`src/rtl/tmr_pkg.sv`:
```
// Shared constants and types for the quad timer unit.
// Assumes an 8-bit register bus and a 2-bit offset field in the address.
package tmr_pkg;
    localparam logic [1:0] SRC_PRE  = 2'd0;
    localparam logic [1:0] SRC_EXT  = 2'd1;
    localparam logic [1:0] SRC_CASC = 2'd2;
    localparam logic [1:0] SRC_OFF  = 2'd3;

    localparam logic [1:0] OFS_RLD  = 2'd0;
    localparam logic [1:0] OFS_CTRL = 2'd1;
    localparam logic [1:0] OFS_CNT  = 2'd2;

    localparam int IRQ_BIT = 7;

    typedef struct packed {
        logic [1:0] tap;
        logic [1:0] src;
        logic       en;
    } tmr_ctrl_t;
endpackage

```
`src/rtl/tmr_prescaler.sv`:
```
// Free-running prescaler with four power-of-two taps.
// Each tap pulses for one cycle every 2**LOG_x clocks; LOG_D must be the largest.
module tmr_prescaler #(
    parameter int LOG_A = 2,
    parameter int LOG_B = 6,
    parameter int LOG_C = 8,
    parameter int LOG_D = 9
) (
    input  logic       clk,
    input  logic       rst_n,
    output logic [3:0] tap_tick
);
    localparam int TAPS [4] = '{LOG_A, LOG_B, LOG_C, LOG_D};

    logic [LOG_D-1:0] div_q;

    // Free-running divide counter.
    always_ff @(posedge clk) begin
        if (!rst_n) div_q <= '0;
        else        div_q <= div_q + 1'b1;
    end

    for (genvar i = 0; i < 4; i++) begin : g_tap
        assign tap_tick[i] = &div_q[TAPS[i]-1:0];
    end
endmodule

```
`src/rtl/tmr_evsync.sv`:
```
// Brings external event inputs into the clock domain and detects rising edges.
// Assumes each input changes no faster than a quarter of the system clock rate.
module tmr_evsync #(
    parameter int N = 4
) (
    input  logic         clk,
    input  logic         rst_n,
    input  logic [N-1:0] ev_raw,
    output logic [N-1:0] ev_rise
);
    for (genvar i = 0; i < N; i++) begin : g_sync
        logic s1_q, s2_q, s3_q;

        // Two-flop synchronizer plus one delay flop for edge detection.
        always_ff @(posedge clk) begin
            if (!rst_n) begin
                s1_q <= 1'b0;
                s2_q <= 1'b0;
                s3_q <= 1'b0;
            end else begin
                s1_q <= ev_raw[i];
                s2_q <= s1_q;
                s3_q <= s2_q;
            end
        end

        assign ev_rise[i] = s2_q & ~s3_q;
    end
endmodule

```
`src/rtl/tmr_pair.sv`:
```
// Two 8-bit reload down-counters that can act as one 16-bit divider.
// When casc is set the upper counter steps on the lower borrow, the lower
// counter wraps to all ones except at a full 16-bit zero, and the lower
// toggle output holds. A disabled counter is held at its reload value.
module tmr_pair #(
    parameter int CNT_W = 8
) (
    input  logic             clk,
    input  logic             rst_n,
    input  logic [1:0]       en,
    input  logic             tick_lo,
    input  logic             tick_hi,
    input  logic             casc,
    input  logic [CNT_W-1:0] rld_lo,
    input  logic [CNT_W-1:0] rld_hi,
    output logic [CNT_W-1:0] cnt_lo,
    output logic [CNT_W-1:0] cnt_hi,
    output logic [1:0]       udf,
    output logic [1:0]       tog
);
    logic step_hi;

    assign udf[0]  = en[0] & tick_lo & (cnt_lo == '0);
    assign step_hi = casc ? udf[0] : tick_hi;
    assign udf[1]  = en[1] & step_hi & (cnt_hi == '0);

    // Lower counter: reload, wrap on borrow in cascade, or decrement.
    always_ff @(posedge clk) begin
        if (!rst_n)               cnt_lo <= '0;
        else if (!en[0])          cnt_lo <= rld_lo;
        else if (tick_lo) begin
            if (cnt_lo != '0)     cnt_lo <= cnt_lo - 1'b1;
            else if (casc && cnt_hi != '0) cnt_lo <= '1;
            else                  cnt_lo <= rld_lo;
        end
    end

    // Upper counter: reload on disable or underflow, otherwise decrement.
    always_ff @(posedge clk) begin
        if (!rst_n)               cnt_hi <= '0;
        else if (!en[1])          cnt_hi <= rld_hi;
        else if (step_hi) begin
            if (cnt_hi != '0)     cnt_hi <= cnt_hi - 1'b1;
            else                  cnt_hi <= rld_hi;
        end
    end

    // Toggle outputs flip on underflow; the lower one is frozen in cascade.
    always_ff @(posedge clk) begin
        if (!rst_n) tog <= '0;
        else begin
            if (udf[0] && !casc) tog[0] <= ~tog[0];
            if (udf[1])          tog[1] <= ~tog[1];
        end
    end
endmodule

```
`src/rtl/tmr_quad.sv`:
```
// Quad 8-bit timer unit with register port, clock selection and pairing.
// Assumes NUM_TMR is even and CNT_W is 8 (the bus carries the irq flag in bit 7).
module tmr_quad
    import tmr_pkg::*;
#(
    parameter int NUM_TMR = 4,
    parameter int CNT_W   = 8,
    parameter int LOG_A   = 2,
    parameter int LOG_B   = 6,
    parameter int LOG_C   = 8,
    parameter int LOG_D   = 9,
    localparam int IDX_W  = $clog2(NUM_TMR),
    localparam int ADDR_W = IDX_W + 2
) (
    input  logic               clk,
    input  logic               rst_n,
    input  logic               bus_we,
    input  logic [ADDR_W-1:0]  bus_addr,
    input  logic [CNT_W-1:0]   bus_wdata,
    output logic [CNT_W-1:0]   bus_rdata,
    input  logic [NUM_TMR-1:0] ev_in,
    output logic [NUM_TMR-1:0] udf_pulse,
    output logic [NUM_TMR-1:0] irq,
    output logic [NUM_TMR-1:0] tog_out,
    output logic               adc_trig
);
    localparam int NUM_PAIR = NUM_TMR / 2;
    localparam int CTRL_W   = $bits(tmr_ctrl_t);

    logic [NUM_TMR-1:0][CNT_W-1:0] rld_q;
    logic [NUM_TMR-1:0][CNT_W-1:0] cnt_w;
    tmr_ctrl_t [NUM_TMR-1:0]       ctrl_q;
    logic [NUM_TMR-1:0]            irq_q;
    logic [NUM_TMR-1:0]            tick_w;
    logic [NUM_TMR-1:0]            casc_w;
    logic [NUM_TMR-1:0]            lo_quiet;
    logic [NUM_TMR-1:0]            ev_rise;
    logic [3:0]                    tap_tick;
    logic [IDX_W-1:0]              sel_idx;
    logic [1:0]                    sel_ofs;

    assign sel_idx = bus_addr[ADDR_W-1:2];
    assign sel_ofs = bus_addr[1:0];

    tmr_prescaler #(
        .LOG_A(LOG_A), .LOG_B(LOG_B), .LOG_C(LOG_C), .LOG_D(LOG_D)
    ) u_pre (
        .clk(clk), .rst_n(rst_n), .tap_tick(tap_tick)
    );

    tmr_evsync #(.N(NUM_TMR)) u_sync (
        .clk(clk), .rst_n(rst_n), .ev_raw(ev_in), .ev_rise(ev_rise)
    );

    for (genvar t = 0; t < NUM_TMR; t++) begin : g_sel
        // Per-timer clock enable selection.
        always_comb begin
            case (ctrl_q[t].src)
                SRC_PRE: tick_w[t] = tap_tick[ctrl_q[t].tap];
                SRC_EXT: tick_w[t] = ev_rise[t];
                default: tick_w[t] = 1'b0;
            endcase
        end
        if (t % 2 == 1) begin : g_odd
            assign casc_w[t]   = (ctrl_q[t].src == SRC_CASC);
            assign lo_quiet[t] = 1'b0;
        end else begin : g_even
            assign casc_w[t]   = 1'b0;
            assign lo_quiet[t] = (ctrl_q[t+1].src == SRC_CASC);
        end
    end

    for (genvar p = 0; p < NUM_PAIR; p++) begin : g_pair
        tmr_pair #(.CNT_W(CNT_W)) u_pair (
            .clk    (clk),
            .rst_n  (rst_n),
            .en     ({ctrl_q[2*p+1].en, ctrl_q[2*p].en}),
            .tick_lo(tick_w[2*p]),
            .tick_hi(tick_w[2*p+1]),
            .casc   (casc_w[2*p+1]),
            .rld_lo (rld_q[2*p]),
            .rld_hi (rld_q[2*p+1]),
            .cnt_lo (cnt_w[2*p]),
            .cnt_hi (cnt_w[2*p+1]),
            .udf    (udf_pulse[2*p+1:2*p]),
            .tog    (tog_out[2*p+1:2*p])
        );
    end

    // Register writes and interrupt flag set/clear (set wins).
    always_ff @(posedge clk) begin
        if (!rst_n) begin
            rld_q  <= '0;
            ctrl_q <= '0;
            irq_q  <= '0;
        end else begin
            for (int t = 0; t < NUM_TMR; t++) begin
                if (bus_we && sel_idx == IDX_W'(t)) begin
                    if (sel_ofs == OFS_RLD) rld_q[t] <= bus_wdata;
                    if (sel_ofs == OFS_CTRL) begin
                        ctrl_q[t] <= tmr_ctrl_t'(bus_wdata[CTRL_W-1:0]);
                        if (bus_wdata[IRQ_BIT]) irq_q[t] <= 1'b0;
                    end
                end
                if (udf_pulse[t] && !lo_quiet[t]) irq_q[t] <= 1'b1;
            end
        end
    end

    // Combinational read-back.
    always_comb begin
        bus_rdata = '0;
        case (sel_ofs)
            OFS_RLD:  bus_rdata = rld_q[sel_idx];
            OFS_CTRL: begin
                bus_rdata[CTRL_W-1:0] = ctrl_q[sel_idx];
                bus_rdata[IRQ_BIT]    = irq_q[sel_idx];
            end
            OFS_CNT:  bus_rdata = cnt_w[sel_idx];
            default:  bus_rdata = '0;
        endcase
    end

    assign irq      = irq_q;
    assign adc_trig = udf_pulse[NUM_TMR-1];
endmodule

```
`config.mk`:
```
export PLATFORM = sky130hd
export DESIGN_NAME = tmr_quad
export DESIGN_NICKNAME = d
export VERILOG_FILES = /design/src/rtl/tmr_pkg.sv /design/src/rtl/tmr_prescaler.sv /design/src/rtl/tmr_evsync.sv /design/src/rtl/tmr_pair.sv /design/src/rtl/tmr_quad.sv
export SDC_FILE = /design/constraint.sdc
export NUM_CORES = 1
export LEC_CHECK = 0
export BUFFER_PORTS_ARGS = -buffer_cell sky130_fd_sc_hd__buf_2
export CORE_UTILIZATION = 29
export CTS_CLUSTER_DIAMETER = 120
export DETAILED_ROUTE_END_ITERATION = 6
export SYNTH_ARGS = -nofsm -noshare
export SYNTH_HDL_FRONTEND = slang
export SYNTH_SLANG_ARGS = --single-unit
```
`constraint.sdc`:
```
create_clock -name clk -period 3.35 [get_ports clk]
set_clock_uncertainty 0.1 [all_clocks]
set_input_delay 0.1675 -clock clk [delete_from_list [all_inputs] [get_ports clk]]
set_output_delay 0.1675 -clock clk [all_outputs]
set_load 0.05 [all_outputs]
```
# Word-level counts from Yosys, hierarchy flattened
# Index checks and enable logic that the tools add are counted.
# totals
reg_bits	113
latchBits	0
ram_bits	0
romBits	0
in_bits	19
out_inout_bits	21
word_cells	187
mem_count	0
# classes
n_addsub	5
mul	0
div	0
n_lt_le_gt_ge	5
eq_ne	15
shift	0
muxes	49
bitwise	20
reduce_logical	52
# ops
cell	n
8-bit 2-to-1 mux	16
8-bit binary-select mux with 2-bit select	2
8-bit zero test	4
8-bit nonzero test	4
8-bit by 1-bit subtractor with 8-bit output, second input constant	4
2-bit nonzero test	12
2-bit AND reduction	9
1-bit 2-to-1 mux	17
2-bit by 3-bit less-than comparator with 1-bit output, second input constant	5
5-bit case mux with 3 select lines	1
1-bit AND	12
2-bit by 1-bit == test with 1-bit output, second input constant	6
2-bit zero test	6
3-bit AND reduction	4
1-bit binary-select mux with 2-bit select	5
5-bit binary-select mux with 2-bit select	1
2-bit == test, second input constant	5
9-bit by 1-bit adder with 9-bit output, second input constant	1
9-bit AND reduction	1
1-bit logical AND	8
2-bit by 1-bit != test with 1-bit output, second input constant	4
1-bit NOT	8
1-bit case mux with 2 select lines	4
8-bit AND reduction	1
5 further kinds	6

# Logic depth before layout (Yosys ltp)
# Gate-level depths: netlist of the first run.
# logic_depth
word_depth	11
depth_mapped	12
mapped_depth_nobuf	10

# By module
# A second synthesis of the first run with hierarchy kept.
# unflattened
cells_unflattened	726
hier_area_um2	6546.3
# by_module_without_submodules
module	n_inst	cells_per_inst	area_per_inst_um2	seq_area_each_um2
tmr_quad	1	334	3194.3	1121.1
tmr_pair	2	162	1307.5	360.3
tmr_prescaler	1	39	375.4	180.2
tmr_evsync	1	29	361.6	240.2

# Worst setup path after synthesis of the first run
# OpenSTA, ideal clock, no wires.
# synth_path
path_type	reg2out
start	register g_pair[1].u_pair.cnt_lo[2]
end	output udf_pulse[3]
arrival_ps	3450
t_required_ps	3082
slack_ps	-367
stages_incl_launch_ff	7
path_buffers	1
cell_sequence	dfxtp_1 -> or4_4 -> nor4b_4 -> nand3_2 -> o32a_4 -> nor3_1 -> buf_4
# synth_between
elab_chain_cells	5
# synth_rtl
element	line_no	rtl
from (decl)	tmr_pair.sv:16	output logic [CNT_W-1:0] cnt_lo,
from (signal assigned)	tmr_pair.sv:30	else if (!en[0]) cnt_lo <= rld_lo;
from (signal assigned)	tmr_pair.sv:32	if (cnt_lo != '0) cnt_lo <= cnt_lo - 1'b1;
from (signal assigned)	tmr_pair.sv:34	else cnt_lo <= rld_lo;
8-bit zero test	tmr_pair.sv:23	assign udf[0] = en[0] & tick_lo & (cnt_lo == '0);
1-bit AND	tmr_pair.sv:23	
1-bit 2-to-1 mux	tmr_pair.sv:24	assign step_hi = casc ? udf[0] : tick_hi;
1-bit AND (2 in a row)	tmr_pair.sv:25	assign udf[1] = en[1] & step_hi & (cnt_hi == '0);
to (decl)	tmr_quad.sv:22	output logic [NUM_TMR-1:0] udf_pulse,
# Every way passes these cells.

# Worst setup path after layout of the first run
# layout_path
start	register u_pre.div_q[0]
end	output adc_trig
# layout_between
elab_chain_cells	9
word_cells_on_any_way	15
classes_between	mux (7); bitwise (4); reduce/logical (4)
# layout_rtl
element	line_no	rtl
from (decl)	tmr_prescaler.sv:15	logic [LOG_D-1:0] div_q;
from (signal assigned)	tmr_prescaler.sv:20	else div_q <= div_q + 1'b1;
9-bit AND reduction, or another cell as far along	tmr_prescaler.sv:24	assign tap_tick[i] = &div_q[TAPS[i]-1:0];
1-bit binary-select mux with 2-bit select	tmr_quad.sv:59	SRC_PRE: tick_w[t] = tap_tick[ctrl_q[t].tap];
1-bit 2-to-1 mux (implied by the code)	tmr_quad.sv:59	
1-bit case mux with 2 select lines	tmr_quad.sv:58	case (ctrl_q[t].src)
1-bit AND (2 in a row)	tmr_pair.sv:23	
1-bit 2-to-1 mux (*)	tmr_pair.sv:24	
1-bit AND (*) (2 in a row)	tmr_pair.sv:25	
to (decl)	tmr_quad.sv:25	output logic adc_trig
# Every way passes the cells marked *; elsewhere a longest branch is shown, timed or not. The select of a mux whose other input is x is not followed.

==> run metrics, run 1 <==
outcome=finished clean; initial core utilization=0.299; YS warnings=0; CTS buffer count=17; Total GRT Usage=0.174; Clock power frac=0.518; Post-Syn Area per Cell=between 8 and 9 sq um; hold_sp=bus_wdata[7]; clk root buf=clkbuf_16; worst r2r src=u_pre.div_q[0]; top cell type by total area after synthesis=dfxtp_1; pin count of the biggest net entering global routing=42; drt wl/cell=~18 um; Crit path buffers/inverters=1; sequential area share after synthesis=0.370; CP max stage delay=430 ps; Overflow after GRT=0; ys flop type=dfxtp_1; Worst EP arrival=~2900 ps; count leader, synth=dfxtp_1; crit start category=register; hpwl dp=between 10000 and 15000 um; gpl congestion=between 0.8 and 0.9; post-synth net total=723; DIE HEIGHT=~150 um; First-pass DRT Iterations=7; Sw Ratio=0.230; Max H-tree Level=4; initial antenna violation count=0; Cells after DPL=between 900 and 1k; die area=around 22000 sq um; Synth Register Bits=between 100 and 150; global-route wire length before repair=28800 um; fin cells=roughly 1.0k; Cell Chain, Critical Path=ha_2 > nand2_1 > nor2_1 > ha_1 > a221oi_1 > and2_2 > o32a_4 > nor3_4 > buf_4; CP Max Fanout=11; VDD IR max=roughly 0.35 mV; CTS tree=built; Setup CP Type=register to output pin; Comb power frac=0.071; Async SR Flop Fraction=0; Lkg Pwr=0.00287 uW; fin crit share=0.936; max cap viols=0; Crit path required time=3080 ps; Pins Over Slew Limit=0; number of remaining DRC errors=0; worst reg2reg endpoint=g_pair[1].u_pair.tog[1]; total clock sinks=around 110; Reg clk slew, reported paths=approximately 50 ps; Worst-Margin Slew=between 900 and 1000 ps; final worst-path setup slack=~220 ps; final hold vios=0; area grow syn2layout=19.6%; Hold Crit Depth=3; # setup viols final=0; Worst Reg-to-Reg Cells=9; PwrDens=approximately 460 nW/um^2; # rows=52; I/O Pins=40; Post-synth top cells=113 x dfxtp_1, 102 x nor2_1, 62 x mux2i_1, 44 x a21oi_1, 43 x nand2_1; internal power=about 2600 uW; vias=around 5.4k; Slew HR=0.341; worst reg2reg setup slack=600 ps; dpl ws=between 400 and 500 ps; main area contributors after synthesis=dfxtp_1 37%, mux2i_1 10%, mux4_2 8.1%, nor2_1 6.3%, a21oi_1 3.6%; Post-synth EDFFs=0; WHS Endpoint=rld_q[31]; Final ANT Viol Nets=0; vias in the first global route=5037; Mapped Cells=approximately 700; Die Width=approximately 150 um; Post-Route WL=~18000 um; Placeable Area=approximately 20000 sq um; Netlist cell types=69; Switch Pwr=776 uW; post-synth top area share=0.370; Cell Area, Synth=a little over 6000 sq um; vias per inst=~5.3; clock latency on the worst-skew pair=between 400 and 500 ps; min-delay worst type=input pin to register; final core utilization=0.358; Setup crit end kind=output pin; FMAX=between 300 and 400 MHz; slowest CP cell=o32a_4; family with the most delay on the worst path=simple AND/OR/NAND/NOR gates; fin crit period=approximately 3100 ps; RSZ-0062 raised after global routing=yes; layout cells sized above 1=0.171; DRT iter0 DRCs=around 530; sequential share of power=0.411; port bufs=39; # nets final=~760; Max Root-Sink Buffers=2
[power by group through the flow]
stage | Clock [uW] | Combinational [uW] | Sequential, uW
after detailed placement | 0 | 230 | 1420
final | 1750 | 239 | 1390
after global placement | 0 | 230 | 1410
after floorplan | 0 | 165 | 1410
after CTS | 1770 | 237 | 1390
after global routing | 1840 | 260 | 1390
[per-stage QoR]
stage / total power, uW / hold WS, ps / setup TNS (ps) / instance area, sq um
floorplan: 1570 / 189 / 0 / 6120
global placement: 1640 / 275 / 0 / 6640
detailed placement: 1650 / 278 / 0 / 6640
CTS: 3400 / 5.87 / 0 / 7280
global route: 3490 / 37.7 / -2.32 / 7310
finish: 3380 / 27.5 / 0 / 7310
[worst max path at each step]
stage                   end  slack [ps]            from  depth (start not counted)
6_report           adc_trig         220  u_pre.div_q[0]                          9
5_1_grt            adc_trig          -1  u_pre.div_q[0]                          9
4_1_cts            adc_trig          70  u_pre.div_q[0]                          9
3_5_place_dp       adc_trig         400  u_pre.div_q[0]                          9
3_3_place_gp   udf_pulse[3]         470  u_pre.div_q[0]                          9
2_1_floorplan        irq[1]          40  u_pre.div_q[0]                          8
[cells in the final DEF, fill, tap and decap left out, types with 5 or more instances in the layout]
cell / count
nor3b_1: 8
clkbuf_16: 17
a311oi_1: 5
o22ai_1: 11
mux4_2: 22
nor2_1: 102
buf_2: 36
o21a_1: 8
o21ai_0: 31
dlygate4sd3_1: 6
dfxtp_1: 113
nand3_1: 15
o31ai_1: 5
mux2i_1: 62
buf_4: 24
ha_1: 7
clkbuf_1: 5
a22oi_1: 5
and2_1: 16
nand2b_1: 8
nor2b_1: 7
inv_1: 26
nand2_1: 43
xnor2_1: 5
a21oi_1: 44
xor2_1: 6
a31oi_1: 5
nor3_1: 15
[cell families (layout without fill, tap and decap cells)]
logic type                 count (synthesis)  in the layout  synth area share
other                                      0              1                 0
AOI/OAI and AO/OA                        152            152             0.163
and+or+nand+nor                          255            255             0.206
adders and majority gates                  8              8            0.0164
muxes                                     85             85             0.184
xor gates and xnor gates                  11             11            0.0157
DFF                                      113            113             0.370
buffers and inverters                     72            125            0.0448
[worst min-delay path: cells and delay by family]
kind | cells | cell delay [ps]
simple gates | 1 | 70
buf+inv | 1 | 170
mux | 1 | 90
[cell type report]
type / instances / area (sq um)
inverters: 28 / 105
clock buffers: 25 / 485
repair buffers: 66 / 420
flip-flops and latches: 113 / 2260
well taps: 270 / 338
fillers: 2128 / 13100
multi-input cells: 511 / 3620
clock inverters: 6 / 80.1
diodes: 1 / 2.50
[layer usage]
metal	part of all wire	global-route usage
met5	0	0
met4	0.027	0.0737
met3	0.053	0.0283
met2	0.44	0.269
met1	0.48	0.240
[state kept, by name (all words and copies together) (netlist names)]
name and count:
ctrl_q 20, g_pair.u_pair.cnt_hi 16, g_pair.u_pair.cnt_lo 16, g_pair.u_pair.tog 4, irq 4, rld_q 32, u_pre.div_q 9, u_sync.g_sync.s1_q 4
u_sync.g_sync.s2_q 4, u_sync.g_sync.s3_q 4
[timing repair]
action,in CTS,in global routing
endpoints found under the setup margin,2,3
hold endpoints to repair,12,0
resized for setup,3,9
hold buffers,6,0
setup buffers,0,0
(Power assumes the default switching activity.)
==> run 2: changes to the inputs <==
==> constraint.sdc (replaced) <==
create_clock -name clk -period 3.35 [get_ports clk]
set_clock_uncertainty 0.1 [all_clocks]
set_input_delay 0 -clock clk [delete_from_list [all_inputs] [get_ports clk]]
set_output_delay 0 -clock clk [all_outputs]
set_load 0.05 [all_outputs]
==> run metrics, run 2 (synthesis gave the netlist of run 1 again) <==
outcome=finished clean (unchanged); vias in the first global route=5080 (was 5037); Hold Crit Depth=3 (unchanged); area grow syn2layout=19.2% (was 19.6%); worst reg2reg endpoint=g_pair[0].u_pair.cnt_hi[7] (was g_pair[1].u_pair.tog[1]); pin count of the biggest net entering global routing=41 (was 42); CTS buffer count=17 (unchanged); clk root buf=clkbuf_16 (unchanged); Crit path required time=3250 ps (was 3080 ps); DIE HEIGHT=147 um (unchanged); commonest cells after routing, fill and taps aside=113 x dfxtp_1, 102 x nor2_1, 62 x mux2i_1, 44 x a21oi_1, 43 x nand2_1 (unchanged); Overflow after GRT=0 (unchanged); drt wl/cell=18.4 um (was 18.1 um); hold_sp=rst_n (was bus_wdata[7]); port bufs=39 (unchanged); Largest register FFs=32 (unchanged); Final TNS setup=0 ps (unchanged); hpwl dp=13500 um (was 13400 um); Fillers=2097 (was 2128); die area=21700 sq um (unchanged); min-delay worst type=input pin to register (unchanged); gpl congestion=0.837 (was 0.878); Lkg Pwr=0.00285 uW (was 0.00287 uW); Reg clk slew, reported paths=60 ps (was 50 ps); Post-Route WL=18700 um (was 18500 um); fin crit period=3120 ps (was 3130 ps); clock latency on the worst-skew pair=430 ps (was 420 ps); DRT iter0 DRCs=605 (was 533); PwrDens=452 nW/um^2 (was 462 nW/um^2); I/O Pins=40 (unchanged); vias per inst=5.42 (was 5.32); layout cells sized above 1=0.161 (was 0.171); worst r2r src=u_pre.div_q[2] (was u_pre.div_q[0]); max cap viols=0 (unchanged); Max Root-Sink Buffers=2 (unchanged); Setup crit start=u_pre.div_q[2] (was u_pre.div_q[0]); fin crit share=0.930 (was 0.936); VDD IR max=0.396 mV (was 0.351 mV); worst reg2reg setup slack=400 ps (was 600 ps); most common cell after layout, fill and taps aside=dfxtp_1 (unchanged); First-pass DRT Iterations=7 (unchanged); global-route wire length before repair=29600 um (was 28800 um); Total GRT Usage=0.180 (was 0.174); # rows=52 (unchanged); Total Power=3300 uW (was 3380 uW); CTS tree=built (unchanged); Worst-Margin Slew=997 ps (was 980 ps); CP Max Fanout=11 (unchanged); post-CTS setup buffer count=0 (unchanged); # nets final=765 (was 764); Slew HR=0.330 (was 0.341); Pins Over Slew Limit=0 (unchanged); initial core utilization=0.299 (unchanged); crit start category=register (unchanged); Worst EP arrival=3020 ps (was 2870 ps); total clock sinks=113 (unchanged); ant diodes=0 (was 1); RSZ-0062 raised after global routing=no (was yes); Top reg by flops=rld_q (unchanged); Setup CP Type=register to output pin (unchanged); vias=5511 (was 5425); Max H-tree Level=4 (unchanged); Largest regs=rld_q x32, ctrl_q x20 (unchanged); Final ANT Viol Nets=0 (unchanged); number of remaining DRC errors=0 (unchanged); Placeable Area=20400 sq um (unchanged); Die Width=147 um (unchanged); WHS Endpoint=irq[1] (was rld_q[31]); final hold vios=0 (unchanged); Setup crit end kind=output pin (unchanged); FMAX=321 MHz (was 319 MHz); # setup viols final=0 (unchanged); initial antenna violation count=0 (unchanged); Worst Reg-to-Reg Cells=8 (was 9)
[run 2: changes by cell type in the layout (fill, tap and decap cells not counted), sizes merged]
| cell | change |
|---|---|
| dlygate4sd3 | +6 |
| clkinv | +1 |
| buf | -8 |
| diode | -1 |
| bufinv | -1 |
| clkbuf | -1 |
| clkinvlp | +1 |
[run 2: repair_timing]
action | in CTS | in global routing
hold buffers | 12 | 0
hold endpoints to repair | 55 | 0
resized for setup | 0 | 7
endpoints found under the setup margin | 0 | 3
[run 2: area by class of cell]
| class | count | area, sq um | area share |
|---|---|---|---|
| clock buffer | 21 | 470 | 0.0645 |
| inverter | 28 | 105 | 0.0144 |
| timing repair buffer | 67 | 443 | 0.0608 |
| sequential | 113 | 2260 | 0.310 |
| multi-input combinational | 511 | 3610 | 0.495 |
| clock inverter | 7 | 62.6 | 0.00858 |
| tap | 270 | 338 | 0.0463 |
[run 2: how the worst max path moves through the flow]
| stage | endpoint | slack (ps) |
|---|---|---|
| after floorplan | irq[1] | 40 |
| after global placement | g_pair[0].u_pair.cnt_hi[2] | 470 |
| after detailed placement | g_pair[0].u_pair.cnt_hi[7] | 360 |
| after CTS | udf_pulse[1] | 0.5 |
| after global routing | udf_pulse[1] | 80 |
| final | udf_pulse[1] | 230 |
[run 2: per-stage QoR]
| stage | setup WS (ps) | cell area (sq um) | std cells | hold slack, ps | util |
|---|---|---|---|---|---|
| 3_3_place_gp | 474 | 6610 | 977 | 111 | 0.323 |
| 3_5_place_dp | 364 | 6610 | 977 | 110 | 0.323 |
| 6_report | 234 | 7290 | 1017 | 54.9 | 0.357 |
| 5_1_grt | 75.4 | 7290 | 1017 | 79.9 | 0.357 |
| 2_1_floorplan | 42.6 | 6120 | 696 | 21.7 | - |
| 4_1_cts | 0.504 | 7260 | 1017 | 32.0 | 0.355 |
[run 2: critical path: stages (launching register included)]
cell and delay, ps:
dfxtp_1 430, nand4_1 390, o41ai_1 540, buf_4 190
a22oi_1 60, buf_4 190, o21a_1 290, nor3_2 230
clkbuf_4 270
[run 2: power breakdown]
part           total [uW]  internal, uW  leakage [uW]  switching, uW
Sequential           1390          1370      0.000914           23.9
Clock                1670          1050      0.000266            617
Combinational         242          95.7       0.00167            146
[run 2: per-layer routing]
layer	wire, um	vias up	global-route usage
met5	0	-	0
met4	445	0	0.0732
met3	1160	32	0.0379
met2	8570	206	0.281
met1	8500	2662	0.242
li1	-	2611	-
==> run 3: changes to the inputs <==
--- a/config.mk
+++ b/config.mk
@@ -5,10 +5,13 @@
 export SDC_FILE = /design/constraint.sdc
 export NUM_CORES = 1
 export LEC_CHECK = 0
+export ABC_AREA = 1
 export BUFFER_PORTS_ARGS = -buffer_cell sky130_fd_sc_hd__buf_2
 export CORE_UTILIZATION = 29
 export CTS_CLUSTER_DIAMETER = 120
 export DETAILED_ROUTE_END_ITERATION = 6
+export HOLD_SLACK_MARGIN = 0.05
+export SKIP_LAST_GASP = 1
 export SYNTH_ARGS = -nofsm -noshare
 export SYNTH_HDL_FRONTEND = slang
 export SYNTH_SLANG_ARGS = --single-unit
==> run metrics, run 3 <==
Crit path required time=3250 ps (about the same); vias=5957 (was 5511); largest family of logic cells by synthesized area=simple AND/OR/NAND/NOR gates (unchanged); layout cells sized above 1=0.114 (was 0.161); Final ANT Viol Nets=0 (unchanged); post-synth top area share=0.380 (was 0.370); post-synth net total=905 (was 723); Mapped Cells=878 (was 696); sequential share of power=0.368 (was 0.422); CTS tree=built (unchanged); pin count of the biggest net entering global routing=47 (was 41); Largest regs=rld_q x32, ctrl_q x20 (unchanged); CTS buffer count=17 (unchanged); post-synthesis xor/xnor area fraction=0.0235 (was 0.0157); Setup crit end kind=output pin (unchanged); Worst-Margin Slew=743 ps (was 997 ps); Fillers=2193 (was 2097); Post-Synth Adder-Cell Area=0.0168 (was 0.0164); die area=21100 sq um (was 21700 sq um); most common cell after layout, fill and taps aside=nand2_1 (was dfxtp_1); number of remaining DRC errors=0 (unchanged); area grow syn2layout=21.7% (was 19.2%); clock latency on the worst-skew pair=430 ps (about the same); port bufs=39 (unchanged); total clock sinks=113 (unchanged); WHS Endpoint=ctrl_q[0] (was irq[1]); worst reg2reg endpoint=g_pair[0].u_pair.cnt_lo[6] (was g_pair[0].u_pair.cnt_hi[7]); min-delay worst type=input pin to register (unchanged); Top reg by flops=rld_q (unchanged); hold_sp=bus_addr[1] (was rst_n); multiplexer share of the synthesized area=0.00336 (was 0.184); Hold Crit Depth=4 (was 3); First-pass DRT Iterations=5 (was 7); Overflow after GRT=0 (unchanged); DIE HEIGHT=145 um (was 147 um); YS warnings=0 (unchanged); Slew HR=0.505 (was 0.330); vias per inst=4.90 (was 5.42); # rows=52 (unchanged); global-route wire length before repair=28400 um (was 29600 um); # nets final=959 (was 765); initial core utilization=0.295 (was 0.299); Cell Area, Synth=5960 sq um (was 6120 sq um); count leader, synth=nand2_1 (was dfxtp_1); Async SR Flop Fraction=0 (unchanged); ant diodes=0 (unchanged); Total Power=3810 uW (was 3300 uW); Post-Syn Area per Cell=6.78 sq um (was 8.79 sq um); VDD IR max=0.349 mV (was 0.396 mV); # resized after CTS=0 (unchanged); Reg clk slew, reported paths=60 ps (about the same); Pins Over Slew Limit=0 (unchanged); drt wl/cell=14.7 um (was 18.4 um); final hold vios=0 (unchanged); Worst Reg-to-Reg Cells=14 (was 8); RSZ-0062 raised after global routing=no (unchanged); initial antenna violation count=0 (unchanged); Clock power frac=0.553 (was 0.505); fin crit share=0.834 (was 0.930); Lkg Pwr=0.00327 uW (was 0.00285 uW); Post-synth top cells=158 x nand2_1, 122 x inv_1, 118 x nor2_1, 113 x dfxtp_1, 101 x o21ai_0 (was 113 x dfxtp_1, 102 x nor2_1, 62 x mux2i_1, 44 x a21oi_1, 43 x nand2_1); PwrDens=526 nW/um^2 (was 452 nW/um^2); top cell type by total area after synthesis=dfxtp_1 (unchanged); fin crit period=2800 ps (was 3120 ps); Switch Pwr=871 uW (was 787 uW); Netlist cell types=40 (was 69); gpl congestion=0.898 (was 0.837); dpl ws=981 ps (was 364 ps); hpwl dp=12900 um (was 13500 um); Comb power frac=0.079 (was 0.073); Synth Area in Simple Gates=0.255 (was 0.206); CP Max Fanout=5 (was 11); Die Width=145 um (was 147 um); Worst EP arrival=2700 ps (was 3020 ps); FMAX=358 MHz (was 321 MHz); sequential area share after synthesis=0.380 (was 0.370); commonest cells after routing, fill and taps aside=158 x nand2_1, 122 x inv_1, 118 x nor2_1, 113 x dfxtp_1, 101 x o21ai_0 (was 113 x dfxtp_1, 102 x nor2_1, 62 x mux2i_1, 44 x a21oi_1, 43 x nand2_1); clk root buf=clkbuf_16 (unchanged); worst reg2reg setup slack=930 ps (was 400 ps); Setup CP Type=register to output pin (unchanged); Max H-tree Level=4 (unchanged); Total GRT Usage=0.173 (was 0.180); main area contributors after synthesis=dfxtp_1 38%, nand2_1 10%, o21ai_0 8.5%, inv_1 7.7%, nor2_1 7.4% (was dfxtp_1 37%, mux2i_1 10%, mux4_2 8.1%, nor2_1 6.3%, a21oi_1 3.6%); Post-synth EDFFs=0 (unchanged); Largest register FFs=32 (unchanged); final worst-path setup slack=555 ps (was 234 ps); ys flop type=dfxtp_1 (unchanged); I/O Pins=40 (unchanged); crit start category=register (unchanged); # setup viols final=0 (unchanged); max cap viols=0 (unchanged); internal power=2940 uW (was 2510 uW); outcome=finished clean (unchanged); WHS=132 ps (was 54.9 ps); Post-Route WL=17800 um (was 18700 um); Final TNS setup=0 ps (unchanged); Synth Register Bits=113 (unchanged); DRT iter0 DRCs=575 (was 605); Compound-Gate Fraction of Synth Area=0.218 (was 0.163); final core utilization=0.360 (was 0.357); worst r2r src=u_pre.div_q[0] (was u_pre.div_q[2]); Placeable Area=20200 sq um (was 20400 sq um); Max Root-Sink Buffers=2 (unchanged); Sw Ratio=0.228 (was 0.238); vias in the first global route=5312 (was 5080)
[run 3: final cells by class]
type                    instances  area [sq um]  share of cell area
multi-input cells             611          3080               0.425
flip-flops and latches        113          2260               0.312
clock buffers                  22           484              0.0668
inverters                     128           480              0.0663
repair buffers                 61           403              0.0556
well taps                     270           338              0.0466
clock inverters                10           203              0.0280
[run 3: per-stage QoR]
stage          area (sq um)  instances
6_report               7250       1215
5_1_grt                7250       1215
4_1_cts                7250       1215
3_5_place_dp           6390       1166
3_3_place_gp           6390       1166
2_1_floorplan          5960        878
[run 3: cells by family after synthesis]
family                   after synthesis
flip-flops                           113
buffers and inverters                154
AND/OR/NAND/NOR                      351
XOR/XNOR                              16
adder cells (fa/ha/maj)                8
multiplexers                           2
AO/OA/AOI/OAI                        234
[run 3: how the worst max path moves through the flow]
stage | start | endpoint | slack, ps
floorplan | u_pre.div_q[0] | g_pair[0].u_pair.tog[0] | 990
global placement | u_pre.div_q[0] | udf_pulse[1] | 1090
detailed placement | u_pre.div_q[0] | g_pair[1].u_pair.cnt_hi[4] | 980
CTS | u_pre.div_q[0] | udf_pulse[1] | 540
global route | u_pre.div_q[0] | udf_pulse[1] | 310
finish | u_pre.div_q[0] | udf_pulse[1] | 550
[run 3: power by group through the flow]
| stage | clock network [uW] | registers [uW] | logic [uW] |
|---|---|---|---|
| 2_1_floorplan | 0 | 1420 | 200 |
| 3_3_place_gp | 0 | 1430 | 278 |
| 3_5_place_dp | 0 | 1430 | 281 |
| 4_1_cts | 2140 | 1400 | 297 |
| 5_1_grt | 2200 | 1410 | 334 |
| 6_report | 2110 | 1400 | 300 |
[run 3: repair_timing]
item,4_1_cts,5_1_grt
hold endpoints to repair,64,0
hold buffers,17,0
setup buffers,0,0
[run 3: layer usage]
metal / part of all wire / wire length [um] / vias to the layer above / track usage
met5: 0 / 0 / - / 0
met4: 0.023 / 405 / 0 / 0.0758
met3: 0.063 / 1120 / 25 / 0.0311
met2: 0.44 / 7820 / 189 / 0.265
met1: 0.48 / 8510 / 2752 / 0.238
li1: - / - / 2991 / -
[run 3: critical path, cell delays in order, from the launching register on]
cell and delay, ps:
dfxtp_1 350, ha_1 280, inv_2 90, nor2_2 120, nand2_2 90, inv_1 70
ha_1 150, inv_1 70, a21boi_0 160, nand2_1 90, nand3_2 100, nand4_2 110
nand2_2 100, nand3_1 160, inv_1 80, buf_2 250
